--- src/rtl/cxe_pkg.sv ---
package cxe_pkg;

  // strobes from control to datapath
  typedef struct packed {
    logic clearFifos;
    logic rxPush;
    logic txPop;
  } engStrobe_t;

  // access width code -> byte count
  function automatic logic [2:0] accessBytes(input logic [1:0] code);
    case (code)
      2'd0:    accessBytes = 3'd1;
      2'd1:    accessBytes = 3'd2;
      default: accessBytes = 3'd4;
    endcase
  endfunction

endpackage

--- src/rtl/cxe_datapath.sv ---
module cxe_datapath
  import cxe_pkg::*;
#(
  parameter int RX_DEPTH   = 32,
  parameter int BANK_DEPTH = 32,
  parameter int CNT_W      = 6
) (
  input  logic             clk,
  input  logic             rstN,
  input  engStrobe_t       stb,
  input  logic             hostRdEn,
  input  logic             hostWrEn,
  input  logic [1:0]       hostWidth,
  input  logic [31:0]      hostWrData,
  input  logic             bankFlip,
  input  logic [7:0]       cardRxData,
  output logic [31:0]      hostRdData,
  output logic [7:0]       cardTxData,
  output logic [CNT_W-1:0] rxCount,
  output logic [CNT_W-1:0] txCount
);
  localparam int RX_PW   = $clog2(RX_DEPTH);
  localparam int BANK_PW = $clog2(BANK_DEPTH);

  logic [7:0]         rxMem [RX_DEPTH];
  logic [7:0]         txMem [2*BANK_DEPTH];
  logic [RX_PW-1:0]   rxRd;
  logic [BANK_PW-1:0] txRd;
  logic               txBank;
  logic [2:0]         nBytes, popN, pushN;
  logic [CNT_W-1:0]   txSpace;

  assign nBytes = accessBytes(hostWidth);

  always_comb begin
    popN = '0;
    if (hostRdEn && !stb.clearFifos)
      popN = (CNT_W'(nBytes) <= rxCount) ? nBytes : rxCount[2:0];
    txSpace = CNT_W'(BANK_DEPTH) - txCount;
    pushN = '0;
    if (hostWrEn && !bankFlip && !stb.clearFifos)
      pushN = (CNT_W'(nBytes) <= txSpace) ? nBytes : txSpace[2:0];
  end

  // first popped byte lands in the top lane of the access
  always_comb begin
    hostRdData = '0;
    for (int i = 0; i < 4; i++)
      if (i < int'(popN))
        hostRdData[8*(int'(nBytes)-1-i) +: 8] = rxMem[rxRd + RX_PW'(i)];
  end

  assign cardTxData = txMem[{txBank, txRd}];

  always_ff @(posedge clk) begin
    if (stb.rxPush)
      rxMem[rxRd + RX_PW'(rxCount)] <= cardRxData;
    for (int i = 0; i < 4; i++)
      if (i < int'(pushN))
        txMem[{txBank, txRd + BANK_PW'(txCount) + BANK_PW'(i)}] <=
          hostWrData[8*(int'(nBytes)-1-i) +: 8];
  end

  always_ff @(posedge clk or negedge rstN) begin
    if (!rstN) begin
      rxRd    <= '0;
      rxCount <= '0;
      txRd    <= '0;
      txCount <= '0;
      txBank  <= 1'b0;
    end else if (stb.clearFifos) begin
      rxRd    <= '0;
      rxCount <= '0;
      txRd    <= '0;
      txCount <= '0;
    end else begin
      rxRd    <= rxRd + RX_PW'(popN);
      rxCount <= rxCount + CNT_W'(stb.rxPush) - CNT_W'(popN);
      if (bankFlip) begin
        txBank  <= ~txBank;
        txRd    <= '0;
        txCount <= '0;
      end else begin
        txRd    <= txRd + BANK_PW'(stb.txPop);
        txCount <= txCount + CNT_W'(pushN) - CNT_W'(stb.txPop);
      end
    end
  end

  a_r1_rx_bound: assert property (@(posedge clk) disable iff (!rstN)
    rxCount <= CNT_W'(RX_DEPTH));
  a_r4_tx_bound: assert property (@(posedge clk) disable iff (!rstN)
    txCount <= CNT_W'(BANK_DEPTH));
  a_r8_flip_empties: assert property (@(posedge clk) disable iff (!rstN)
    (bankFlip && !stb.clearFifos) |=> (txCount == '0));
  a_r3_pop_limit: assert property (@(posedge clk) disable iff (!rstN)
    (hostRdEn && !stb.clearFifos) |=> (rxCount <= $past(rxCount) + CNT_W'(1)));

endmodule

--- src/rtl/cxe_ctrl.sv ---
module cxe_ctrl
  import cxe_pkg::*;
#(
  parameter int RX_DEPTH   = 32,
  parameter int BANK_DEPTH = 32,
  parameter int CNT_W      = 6,
  parameter int BLKCNT_W   = 16,
  parameter int BLKLEN_W   = 12,
  parameter int REM_W      = BLKCNT_W + BLKLEN_W
) (
  input  logic                clk,
  input  logic                rstN,
  input  logic                xferStart,
  input  logic                xferWrite,
  input  logic [BLKCNT_W-1:0] blkCount,
  input  logic [BLKLEN_W-1:0] blkLen,
  input  logic                xferAbort,
  input  logic                hostRdEn,
  input  logic                hostWrEn,
  input  logic                bankFlip,
  input  logic                cardRxValid,
  input  logic                cardTxReady,
  input  logic [CNT_W-1:0]    rxCount,
  input  logic [CNT_W-1:0]    txCount,
  output engStrobe_t          stb,
  output logic                cardRxReady,
  output logic                cardTxValid,
  output logic                rxReq,
  output logic                txReq,
  output logic                dataDone,
  output logic                progDone,
  output logic                active
);
  logic [REM_W-1:0] remaining, loadCount;
  logic             dirWrite, moving, quiet;

  assign loadCount = REM_W'(blkCount) * REM_W'(blkLen);
  assign quiet     = !xferStart && !xferAbort;
  assign moving    = active && (remaining != '0) && quiet;

  assign cardRxReady = moving && !dirWrite && (rxCount < CNT_W'(RX_DEPTH));
  assign cardTxValid = moving && dirWrite && (txCount != '0) && !bankFlip;

  assign stb.clearFifos = xferStart;
  assign stb.rxPush     = cardRxValid && cardRxReady;
  assign stb.txPop      = cardTxValid && cardTxReady;

  always_ff @(posedge clk or negedge rstN) begin
    if (!rstN) begin
      active    <= 1'b0;
      dirWrite  <= 1'b0;
      remaining <= '0;
      dataDone  <= 1'b0;
      progDone  <= 1'b0;
      rxReq     <= 1'b0;
      txReq     <= 1'b0;
    end else if (xferStart) begin
      active    <= 1'b1;
      dirWrite  <= xferWrite;
      remaining <= loadCount;
      dataDone  <= 1'b0;
      progDone  <= 1'b0;
      rxReq     <= 1'b0;
      txReq     <= xferWrite && (loadCount != '0);
    end else if (xferAbort) begin
      active <= 1'b0;
      txReq  <= 1'b0;
    end else begin
      rxReq <= (rxReq && !hostRdEn) || stb.rxPush;
      if (active && remaining == '0) begin
        active   <= 1'b0;
        dataDone <= 1'b1;
        progDone <= dirWrite;
        txReq    <= 1'b0;
      end else begin
        remaining <= remaining - REM_W'(stb.rxPush || stb.txPop);
        txReq     <= (txReq && !hostWrEn) ||
                     (stb.txPop && remaining != REM_W'(1));
      end
    end
  end

  a_r7_done_idle: assert property (@(posedge clk) disable iff (!rstN)
    dataDone |-> !active);
  a_r7_prog_with_data: assert property (@(posedge clk) disable iff (!rstN)
    progDone |-> dataDone);
  a_r6_load: assert property (@(posedge clk) disable iff (!rstN)
    xferStart |=> (active && remaining == $past(loadCount) && rxCount == '0));
  a_r9_abort_quiet: assert property (@(posedge clk) disable iff (!rstN)
    (xferAbort && !xferStart) |=> (!active && $stable(dataDone)));
  a_r5_count_step: assert property (@(posedge clk) disable iff (!rstN)
    (stb.txPop || stb.rxPush) |=> (remaining == $past(remaining) - REM_W'(1)));

endmodule

--- src/rtl/card_xfer_engine.sv ---
module card_xfer_engine
  import cxe_pkg::*;
#(
  parameter int RX_DEPTH   = 32,
  parameter int BANK_DEPTH = 32,
  parameter int BLKCNT_W   = 16,
  parameter int BLKLEN_W   = 12
) (
  input  logic                clk,
  input  logic                rstN,
  input  logic                xferStart,
  input  logic                xferWrite,
  input  logic [BLKCNT_W-1:0] blkCount,
  input  logic [BLKLEN_W-1:0] blkLen,
  input  logic                xferAbort,
  input  logic                hostRdEn,
  input  logic                hostWrEn,
  input  logic [1:0]          hostWidth,
  input  logic [31:0]         hostWrData,
  output logic [31:0]         hostRdData,
  input  logic                bankFlip,
  input  logic [7:0]          cardRxData,
  input  logic                cardRxValid,
  output logic                cardRxReady,
  output logic [7:0]          cardTxData,
  output logic                cardTxValid,
  input  logic                cardTxReady,
  output logic                rxReq,
  output logic                txReq,
  output logic                dataDone,
  output logic                progDone,
  output logic                active
);
  localparam int MAX_DEPTH = (RX_DEPTH > BANK_DEPTH) ? RX_DEPTH : BANK_DEPTH;
  localparam int CNT_W     = $clog2(MAX_DEPTH) + 1;
  localparam int REM_W     = BLKCNT_W + BLKLEN_W;

  engStrobe_t       stb;
  logic [CNT_W-1:0] rxCount, txCount;

  cxe_ctrl #(
    .RX_DEPTH(RX_DEPTH), .BANK_DEPTH(BANK_DEPTH), .CNT_W(CNT_W),
    .BLKCNT_W(BLKCNT_W), .BLKLEN_W(BLKLEN_W), .REM_W(REM_W)
  ) uCtrl (
    .clk(clk), .rstN(rstN), .xferStart(xferStart), .xferWrite(xferWrite),
    .blkCount(blkCount), .blkLen(blkLen), .xferAbort(xferAbort),
    .hostRdEn(hostRdEn), .hostWrEn(hostWrEn), .bankFlip(bankFlip),
    .cardRxValid(cardRxValid), .cardTxReady(cardTxReady),
    .rxCount(rxCount), .txCount(txCount), .stb(stb),
    .cardRxReady(cardRxReady), .cardTxValid(cardTxValid),
    .rxReq(rxReq), .txReq(txReq), .dataDone(dataDone),
    .progDone(progDone), .active(active)
  );

  cxe_datapath #(
    .RX_DEPTH(RX_DEPTH), .BANK_DEPTH(BANK_DEPTH), .CNT_W(CNT_W)
  ) uData (
    .clk(clk), .rstN(rstN), .stb(stb), .hostRdEn(hostRdEn),
    .hostWrEn(hostWrEn), .hostWidth(hostWidth), .hostWrData(hostWrData),
    .bankFlip(bankFlip), .cardRxData(cardRxData), .hostRdData(hostRdData),
    .cardTxData(cardTxData), .rxCount(rxCount), .txCount(txCount)
  );

endmodule

--- config.mk ---
export PLATFORM = sky130hd
export DESIGN_NAME = card_xfer_engine
export DESIGN_NICKNAME = d
export VERILOG_FILES = /design/src/rtl/cxe_pkg.sv /design/src/rtl/cxe_datapath.sv /design/src/rtl/cxe_ctrl.sv /design/src/rtl/card_xfer_engine.sv
export SDC_FILE = /design/constraint.sdc
export NUM_CORES = 2
export LEC_CHECK = 0
export BUFFER_PORTS_ARGS = -buffer_cell sky130_fd_sc_hd__buf_4
export CAP_MARGIN = 10
export CORE_AREA = 2 2 306 534
export CTS_CLUSTER_SIZE = 16
export DETAILED_ROUTE_END_ITERATION = 6
export DIE_AREA = 0 0 308 536
export REMOVE_ABC_BUFFERS = 1
export SYNTH_ARGS = -nofsm -noshare
export SYNTH_HDL_FRONTEND = slang
export SYNTH_SLANG_ARGS = --single-unit
--- constraint.sdc ---
create_clock -name clk -period 7.5 [get_ports clk]
set_input_delay 1.125 -clock clk [delete_from_list [all_inputs] [get_ports clk]]
set_output_delay 1.125 -clock clk [all_outputs]
set_load 0.01 [all_outputs]
==> flow_metrics.env <==
export IMPL_critPathMaxFanout=52
export IMPL_fin_crit_ns=6.47
export IMPL_final_layout_size_suffix_gt1_share_pct=20.1
export IMPL_synth_cell_type_count=85
export IMPL_post_route_util_pct=42.9
export IMPL_final_common_cell="nand2_1"
export IMPL_path_clk_slew_ns=0.06
export IMPL_worst_pin_slew_ns=1.45
export IMPL_powerDensity_mw_per_mm2=235
export IMPL_wl_per_cell_microns=35.0
export IMPL_p_leak_nw=23.3
export IMPL_num_rows=195
export IMPL_die_w_microns=308
export IMPL_worst_skew_pair_late_latency_ns=0.71
export IMPL_cts_hold_buffers=0
export IMPL_drt_antenna_violating_nets=0
export IMPL_ys_flop_type="edfxtp_1"
export IMPL_gp_congestion=1.05
export IMPL_drtIter0Drc=7481
export IMPL_route_detailed_drc=1
export IMPL_clock_sinks=825
export IMPL_grt_usage_pct=32.6
export IMPL_required_ns=6.38
export IMPL_syn_avg_cell_area_sq_um=10.9
export IMPL_dieArea_sq_mm=0.165
export IMPL_viasPerCell=6.96
export IMPL_power_mw=16.2
export IMPL_grt_max_degree=117
export IMPL_fin_crit_sh_pct=86.2
export IMPL_grt_setup_unrepaired="false"
export IMPL_r2r_end="uData.txMem[33][4]"
export IMPL_fin_skew_ns=0.0513
export IMPL_relSlewSlack_pct=2.88
export IMPL_first_pass_iters=7
export IMPL_r2r_slack_ns=1.29
export IMPL_ys_ff_latch=825
export IMPL_cap_violations=0
export IMPL_design_area_sq_mm=0.0692
export IMPL_critical_path_class="reg2out"
export IMPL_io_pins=127
export IMPL_cts_made_buffers=84
export IMPL_grt_pass1_vias=53500
export IMPL_antenna_found_initial=26
export IMPL_placed_cells=7639
export IMPL_netlist_area_sq_mm=0.0623
export IMPL_crit_path_end_kind="output pin"
export IMPL_violations="design-rule violations"
export IMPL_setup_violations=0
export IMPL_htreeDepth=3
export IMPL_grt_first_pass_wirelength_microns=385000
export IMPL_dieHeight_microns=536
export IMPL_core_sq_mm=0.161
export IMPL_postCtsSetupBuffers=0
export IMPL_nets=6002
export IMPL_fmax_mhz=155
export IMPL_place_hpwl_microns=188000
export IMPL_syn2layout_area_growth_pct=11.0
export IMPL_synth_edf_count=768
export IMPL_placed_area_sq_mm=0.0663
export IMPL_overflow=0
export IMPL_syn_inst=5705
export IMPL_cts_tree="yes"
export IMPL_hp_class="in2async"
export IMPL_yosysSeqAreaShare_pct=39.3
export IMPL_instances_no_fill=7808
export IMPL_cp_start_kind="flop"
export IMPL_ir_worst_vdd_mv=0.266
export IMPL_routed_wl_microns=273000
export IMPL_start_util_pct=38.7
export IMPL_synth_warnings=0
export IMPL_r2r_start="uData.txRd[0]"
export IMPL_clk_path_buf_depth=3
export IMPL_synthArstFlopShare_pct=6.91
export IMPL_cts_root_buf="clkbuf_16"
export IMPL_port_buffers=126
export IMPL_r2r_cells=11
export IMPL_layout_common_cells="nand2_1 (789), edfxtp_1 (768), mux4_2 (476)"
export IMPL_finalMaxSlewViolations=0
export IMPL_vias=54300
export IMPL_worstPathArrival_ns=5.34
export IMPL_hold_viol_final=0
export IMPL_post_cts_resized=0
export IMPL_status="finished, violations left"
[metrics by stage]
| stage | setup WS, ns | setup TNS [ns] | hold WS (ns) |
|---|---|---|---|
| final | 1.03 | 0 | 0.500 |
| after global routing | 0.766 | 0 | 0.557 |
| after CTS | 1.14 | 0 | 0.508 |
| after detailed placement | 0.449 | 0 | 0.516 |
| after global placement | 0.379 | 0 | 0.516 |
| after floorplan | -8.07 | -2680.86 | 0.528 |
[final cells by class]
type / instances / area, sq um
diodes: 11 / 27.5
clock buffers: 102 / 2230
clock inverters: 55 / 546
fillers: 15100 / 91900
inverters: 229 / 860
multi-input cells: 4108 / 35100
flip-flops and latches: 825 / 24500
well taps: 2068 / 2590
repair buffers: 410 / 3270
[sequential cells by signal (all words and copies together) (netlist names)]
signal,cells
uData.rxRd,5
uData.txMem,512
uCtrl.active,1
uData.txRd,5
uCtrl.dirWrite,1
uData.txBank,1
uCtrl.rxReq,1
uData.rxCount,6
uCtrl.remaining,28
uData.rxMem,256
uCtrl.dataDone,1
uCtrl.txReq,1
uData.txCount,6
uCtrl.progDone,1
[cell usage after synthesis, drive strengths merged (18+ instances only)]
| cell type | number | share of area, % |
|---|---|---|
| mux2i | 202 | 3.2 |
| nand2 | 796 | 4.8 |
| nand2b | 18 | 0.18 |
| ha | 119 | 2.4 |
| fa | 145 | 4.7 |
| a21oi | 135 | 1.1 |
| a221oi | 186 | 2.7 |
| nor2 | 464 | 2.9 |
| a31oi | 220 | 2.2 |
| o21ai | 153 | 1.2 |
| dfrtp | 57 | 2.3 |
| o22ai | 355 | 3.6 |
| edfxtp | 768 | 37 |
| a22oi | 21 | 0.25 |
| mux4 | 476 | 17 |
| nor4 | 19 | 0.20 |
| a211oi | 144 | 1.8 |
| nor2b | 23 | 0.23 |
| clkbuf | 407 | 2.5 |
| nor3 | 55 | 0.51 |
| and3 | 24 | 0.24 |
| buf | 136 | 0.97 |
| xnor2 | 53 | 0.75 |
| inv | 228 | 1.4 |
| and2 | 135 | 1.4 |
| nand3 | 88 | 0.71 |
| o211ai | 45 | 0.54 |
| xor2 | 34 | 0.49 |
| mux2 | 24 | 0.43 |
[metal layers]
metal | share of wire, % | global-route usage [%] | vias to the layer above
li1 | - | - | 21900
met1 | 31 | 34.6 | 26800
met2 | 48 | 54.4 | 4215
met3 | 11 | 8.10 | 1391
met4 | 11 | 27.7 | 30
met5 | 0.072 | 0 | -
[critical path, cell delays in order, from the launching register on]
cell and delay (ns):
dfrtp_4 0.72, buf_4 0.43, nand2b_1 0.81, o221ai_1 0.90, o22ai_1 0.18, a21oi_1 0.87, mux4_2 0.52, buf_4 0.14
[power by group]
group	total, mW	switching, mW	internal [mW]	leakage, nW
sequential	5.37	0.116	5.25	7.70
clock	4.45	2.00	2.45	1.36
combinational	6.42	4.01	2.41	14.2
total	16.2	6.13	10.1	23.3
[logic make-up (layout without fill, tap and decap cells)]
kind of cell | Yosys count | in the layout | share of synthesized area [%]
AND/OR/NAND/NOR | 1689 | 1689 | 11.9
AO/OA/AOI/OAI | 1365 | 1365 | 14.8
flip-flops | 825 | 825 | 39.3
buffers and inverters | 772 | 796 | 4.81
multiplexers | 702 | 702 | 20.9
adder cells (fa/ha/maj) | 264 | 264 | 7.05
XOR/XNOR | 88 | 88 | 1.27
other | 0 | 11 | 0
[how the worst max path moves through the flow]
stage | from | end | slack, ns | cells past startpoint
3_3_place_gp | blkLen[11] | uCtrl.txReq | 0.38 | 21
2_1_floorplan | uData.rxRd[0] | hostRdData[24] | -8.07 | 7
4_1_cts | blkLen[11] | uCtrl.txReq | 1.14 | 21
5_1_grt | blkLen[11] | uCtrl.txReq | 0.77 | 21
6_report | uData.txRd[1] | cardTxData[7] | 1.03 | 7
3_5_place_dp | blkLen[11] | uCtrl.txReq | 0.45 | 21
No activity file was read; power rests on OpenSTA's default activity.
